<file path="src/rtl/cms_pkg.sv">
package cms_pkg;
  typedef enum logic {
    PH_RESET  = 1'b0,
    PH_SIGNAL = 1'b1
  } phase_e;
endpackage

</file>
<file path="src/rtl/cms_sync2.sv">
module cms_sync2 (
  input  logic clk,
  input  logic rst_n,
  input  logic async_i,
  output logic sync_o
);
  logic meta_q, sync_q;

  always_ff @(posedge clk or negedge rst_n) begin
    if (!rst_n) begin
      meta_q <= 1'b0;
      sync_q <= 1'b0;
    end else begin
      meta_q <= async_i;
      sync_q <= meta_q;
    end
  end

  assign sync_o = sync_q;
endmodule

</file>
<file path="src/rtl/cms_slope_cnt.sv">
module cms_slope_cnt #(
  parameter int CNT_W = 8
) (
  input  logic clk,
  input  logic rst_n,
  input  logic launch_i,
  input  logic active_i,
  input  logic trip_i,
  output logic tick_o,
  output logic end_o
);
  localparam logic [CNT_W-1:0] CNT_MAX = '1;

  logic [CNT_W-1:0] cnt_q;

  // stop on synchronized trip or at full scale
  assign end_o  = active_i && (trip_i || (cnt_q == CNT_MAX));
  assign tick_o = active_i && !end_o;

  always_ff @(posedge clk or negedge rst_n) begin
    if (!rst_n)        cnt_q <= '0;
    else if (launch_i) cnt_q <= '0;
    else if (tick_o)   cnt_q <= cnt_q + 1'b1;
  end
endmodule

</file>
<file path="src/rtl/cms_pair_seq.sv">
module cms_pair_seq
  import cms_pkg::*;
#(
  parameter int LOG2M_MAX = 4,
  parameter int SEL_W     = 3
) (
  input  logic             clk,
  input  logic             rst_n,
  input  logic             start_i,
  input  logic [SEL_W-1:0] m_log2_i,
  input  logic             ramp_go_i,
  input  logic             phase_sig_i,
  input  logic             conv_end_i,
  output logic             active_o,
  output phase_e           phase_o,
  output logic             launch_o,
  output logic             done_o
);
  localparam int PAIR_W = LOG2M_MAX + 1;

  logic              busy_q, active_q, done_q;
  phase_e            phase_q;
  logic [PAIR_W-1:0] left_q;
  logic [PAIR_W-1:0] pairs_sel;
  logic              last_end;

  always_comb begin
    if (int'(m_log2_i) > LOG2M_MAX) pairs_sel = PAIR_W'(1) << LOG2M_MAX;
    else                            pairs_sel = PAIR_W'(1) << m_log2_i;
  end

  assign launch_o = busy_q && !active_q && ramp_go_i && !start_i;
  assign last_end = active_q && conv_end_i && (phase_q == PH_SIGNAL)
                    && (left_q == PAIR_W'(1));

  always_ff @(posedge clk or negedge rst_n) begin
    if (!rst_n) begin
      busy_q   <= 1'b0;
      active_q <= 1'b0;
      done_q   <= 1'b0;
      phase_q  <= PH_RESET;
      left_q   <= '0;
    end else if (start_i) begin
      busy_q   <= 1'b1;
      active_q <= 1'b0;
      done_q   <= 1'b0;
      left_q   <= pairs_sel;
    end else begin
      done_q <= last_end;
      if (launch_o) begin
        active_q <= 1'b1;
        phase_q  <= phase_sig_i ? PH_SIGNAL : PH_RESET;
      end else if (active_q && conv_end_i) begin
        active_q <= 1'b0;
        if (phase_q == PH_SIGNAL) begin
          left_q <= left_q - 1'b1;
          if (left_q == PAIR_W'(1)) busy_q <= 1'b0;
        end
      end
    end
  end

  assign active_o = active_q;
  assign phase_o  = phase_q;
  assign done_o   = done_q;
endmodule

</file>
<file path="src/rtl/cms_updown_acc.sv">
module cms_updown_acc #(
  parameter int ACC_W = 13
) (
  input  logic             clk,
  input  logic             rst_n,
  input  logic             clear_i,
  input  logic             tick_i,
  input  logic             up_i,
  output logic [ACC_W-1:0] acc_o
);
  logic [ACC_W-1:0] acc_q;

  always_ff @(posedge clk or negedge rst_n) begin
    if (!rst_n)       acc_q <= '0;
    else if (clear_i) acc_q <= '0;
    else if (tick_i)  acc_q <= up_i ? acc_q + 1'b1 : acc_q - 1'b1;
  end

  assign acc_o = acc_q;
endmodule

</file>
<file path="src/rtl/cms_ss_counter.sv">
module cms_ss_counter
  import cms_pkg::*;
#(
  parameter  int CNT_W     = 8,
  parameter  int LOG2M_MAX = 4,
  localparam int SEL_W     = $clog2(LOG2M_MAX + 1),
  localparam int ACC_W     = CNT_W + LOG2M_MAX + 1
) (
  input  logic             clk,
  input  logic             rst_n,
  input  logic             start_i,
  input  logic [SEL_W-1:0] m_log2_i,
  input  logic             ramp_go_i,
  input  logic             phase_sig_i,
  input  logic             cmp_i,
  output logic [ACC_W-1:0] result_o,
  output logic             done_o
);
  logic   cmp_sync, conv_active, conv_launch, conv_end, cnt_tick;
  phase_e conv_phase;

  cms_sync2 u_sync (
    .clk(clk), .rst_n(rst_n), .async_i(cmp_i), .sync_o(cmp_sync)
  );

  cms_pair_seq #(.LOG2M_MAX(LOG2M_MAX), .SEL_W(SEL_W)) u_seq (
    .clk(clk), .rst_n(rst_n), .start_i(start_i), .m_log2_i(m_log2_i),
    .ramp_go_i(ramp_go_i), .phase_sig_i(phase_sig_i), .conv_end_i(conv_end),
    .active_o(conv_active), .phase_o(conv_phase), .launch_o(conv_launch),
    .done_o(done_o)
  );

  cms_slope_cnt #(.CNT_W(CNT_W)) u_cnt (
    .clk(clk), .rst_n(rst_n), .launch_i(conv_launch), .active_i(conv_active),
    .trip_i(cmp_sync), .tick_o(cnt_tick), .end_o(conv_end)
  );

  cms_updown_acc #(.ACC_W(ACC_W)) u_acc (
    .clk(clk), .rst_n(rst_n), .clear_i(start_i), .tick_i(cnt_tick),
    .up_i(conv_phase == PH_SIGNAL), .acc_o(result_o)
  );
endmodule

</file>
<file path="config.mk">
export PLATFORM = sky130hd
export DESIGN_NAME = cms_ss_counter
export DESIGN_NICKNAME = d
export VERILOG_FILES = /design/src/rtl/cms_pkg.sv /design/src/rtl/cms_sync2.sv /design/src/rtl/cms_slope_cnt.sv /design/src/rtl/cms_pair_seq.sv /design/src/rtl/cms_updown_acc.sv /design/src/rtl/cms_ss_counter.sv
export SDC_FILE = /design/constraint.sdc
export NUM_CORES = 1
export LEC_CHECK = 0
export BUFFER_PORTS_ARGS = -buffer_cell sky130_fd_sc_hd__clkbuf_2
export CAP_MARGIN = 0
export CORE_ASPECT_RATIO = 1.75
export CORE_MARGIN = 2
export CORE_UTILIZATION = 40
export CTS_CLUSTER_SIZE = 14
export DETAILED_ROUTE_END_ITERATION = 7
export GPL_ROUTABILITY_DRIVEN = 0
export SYNTH_ARGS = -nofsm -noshare
export SYNTH_HDL_FRONTEND = slang
export SYNTH_SLANG_ARGS = --single-unit
</file>
<file path="constraint.sdc">
create_clock -name clk -period 3.49 [get_ports clk]
set_input_delay 0.5235 -clock clk [delete_from_list [all_inputs] [get_ports clk]]
set_output_delay 0.5235 -clock clk [all_outputs]
set_load 0.02 [all_outputs]
</file>
==> flow_summary.toml <==
[run_status]
status = "finished, final reports clean"

[place]
dp_hpwl_mm = 3.61
dpl.cell_count = 312
dpl_cell_area_um2 = 2280
dpl_worst_slack_ns = 1.02
io_buffers = 22

[power]
p_clk_share_pct = 29.9
ir_worst_vdd_mv = 0.279
p_leak_nw = 1.12
swShare_pct = 34.2
pwr-share-seq_pct = 40.4
cellPowerDensity_nw_per_um2 = 448
p_sw_mw = 0.365
p_int_mw = 0.701
power_frac_comb_pct = 29.7

[timing]
worst_pin_slew_ns = 0.855
max_clock_freq_ghz = 0.405
fin_setup_tns_ns = 0
fin_hold_ws_ns = 0.335
timing.final.crit_share_pct = 70.7
relSlewSlack_pct = 43.0
drv_slew = 0
setup_viol = 0
post-route-min-period_ns = 2.47
rsz0062_at_grt = "no"
layout_setup_ws_ns = 1.02
hold_violations = 0
fin_skew_ns = 0.00366

[finish]
largest_reg_flops = 13
fin_nets = 289
fin_cells = 319
drive_above_1_share_pct = 14.7
finish.instance_area_um2 = 2380
nFillCells = 530
syn_to_final_growth_pct = 13.3
antenna_cells = 0

[synth]
yosysTopAreaCellShare_pct = 38.1
yosysMostFrequentCell = "dfrtp_1"
yosysSeqAreaShare_pct = 38.1
synth.ff_latch_count = 32
ys_top_cells_by_count = "dfrtp_1 (32), nand2_1 (22), nor2_1 (21)"
synth_ff_type = "dfrtp_1"
syn_inst = 239
yosysUniqueCellTypes = 50
ys_top_cells_by_area = "dfrtp_1 (38%), ha_1 (8.3%), a21oi_1 (4.5%), nand3_1 (4.3%), xnor2_1 (4.2%)"
ys_warn_count = 0
synth_edf_count = 0
synth_fp_nets = 263
synth_top_area_cell = "dfrtp_1"
postSynth.asyncResetShare_pct = 100
netlist_area_um2 = 2100
avgSynthCellArea_um2 = 8.79

[setup_path]
cp.required_ns = 3.71
startpoint_type = "register"
r2r-start = "u_seq.phase_o$_DFFE_PN0P_"
slowest_stage = "or4_1"
cp_max_fo = 13
crit_type = "reg -> reg"
critPathCaptureType = "register"
slowest_delay_ns = 0.48
path_cells = "inv_1 > ha_1 > nor2b_4 > o31a_1 > o21a_1 > or4_1 > nand3_1"
crit_start = "u_seq.phase_o$_DFFE_PN0P_"
arrival_ns = 2.69

[floorplan]
core_um2 = 5020
die_w_um = 58.8
die_h_um = 99.9
ios = 23
dieArea_um2 = 5870
rows = 34
initial_core_util_pct = 41.8

[drt]
via_count = 1871
via_per_inst = 5.87
post_drt_wl_per_cell_um = 15.8
drt_iter0_drc = 43
dr.pass1.iters = 4
drtAntennaViolNets = 0
drc_errors = 0
wirelength_mm = 5.05

[clocking]
clock_latency_ns = 0.28
htreeDepth = 2
cts.sinks = 32
clockRootBuffer = "clkbuf_8"
numCtsBuffers = 5
postCtsResizedCells = 0
cts_hold_buf = 0
postCtsSetupBuffers = 0
cts_tree = "built"
ctsLongestPathBuffers = 2
clkSlewWorstSetupHoldPaths_ns = 0.07

[global_route]
antenna_found_initial = 0
grt_usage_pct = 19.0
grt_pass1_wl_mm = 8.56
grt-ovfl-total = 0
first_global_vias = 1896
grt_max_degree = 33

[run]
drv_cap = 0

[hold_path]
hp-class = "in -> async"
## worst max-delay path: cells and delay by family, from the launching register on
family	cells	cell delay [ns]
fa+ha+maj	1	0.36
flops	1	0.43
buf+inv	1	0.38
compound gates	2	0.50
simple gates	3	0.72
## power by group through the flow
stage / logic (mW) / clock network (mW) / registers (mW)
after floorplan: 0.219 / 0 / 0.447
after global placement: 0.313 / 0 / 0.438
after detailed placement: 0.315 / 0 / 0.438
after CTS: 0.317 / 0.327 / 0.431
after global routing: 0.354 / 0.343 / 0.435
final: 0.316 / 0.318 / 0.431
## placed cells by master (no fill, tap or decap), drive strengths merged, types with 4 or more instances in the layout
| master | instances |
|---|---|
| a21oi | 20 |
| dfrtp | 32 |
| nor3 | 13 |
| buf | 5 |
| a21o | 9 |
| or3 | 4 |
| nand2 | 22 |
| ha | 14 |
| xnor2 | 10 |
| nor2 | 21 |
| clkbuf | 29 |
| o21a | 4 |
| nand3 | 18 |
| inv | 7 |
| o21ai | 9 |
## routing by layer
metal	vias up	track usage, %	wire (um)
met5	-	0	0
met4	0	7.87	89
met3	6	3.09	76
met2	16	35.0	2810
met1	917	20.5	2070
li1	932	-	-
## cell families (layout without fill, tap and decap cells)
group	Yosys count	after routing	synth area share (%)
AOI/OAI and AO/OA	64	64	20.4
xor gates and xnor gates	11	11	4.59
adders and majority gates	15	15	9.29
buffers and inverters	16	42	2.98
DFF	32	32	38.1
and+or+nand+nor	101	101	24.6
## through the flow
step                      total power, mW  util, %
after floorplan                     0.666        -
after global placement              0.751     45.5
after detailed placement            0.753     45.5
after CTS                            1.07     47.4
after global routing                 1.13     47.4
final                                1.07     47.4
## path summary, 6_finish.rpt
check,to,depth (start not counted),slack (ns)
setup / recovery,u_acc.acc_o[8]$_DFFE_PN0P_,7,1.02
hold / removal,u_seq.left_q[3]$_DFFE_PN0P_,1,0.34
setup reg to reg,u_acc.acc_o[8]$_DFFE_PN0P_,7,1.02
hold reg to reg,u_sync.sync_o$_DFF_PN0_,0,0.35
max in group asynchronous,u_cnt.cnt_q[5]$_DFFE_PN0P_,1,2.62
min in group clk,u_sync.sync_o$_DFF_PN0_,0,0.35
## area by class of cell
class                           instances  area, um2  share of cell area [%]
Inverter                                8       30.0                    1.26
Tap cell                               54       67.6                    2.84
Clock buffer                            7       96.3                    4.05
Multi-Input combinational cell        191       1240                    52.0
Sequential cell                        32        801                    33.6
Timing Repair Buffer                   27        148                    6.20
Power figures use the tool's default switching activity.
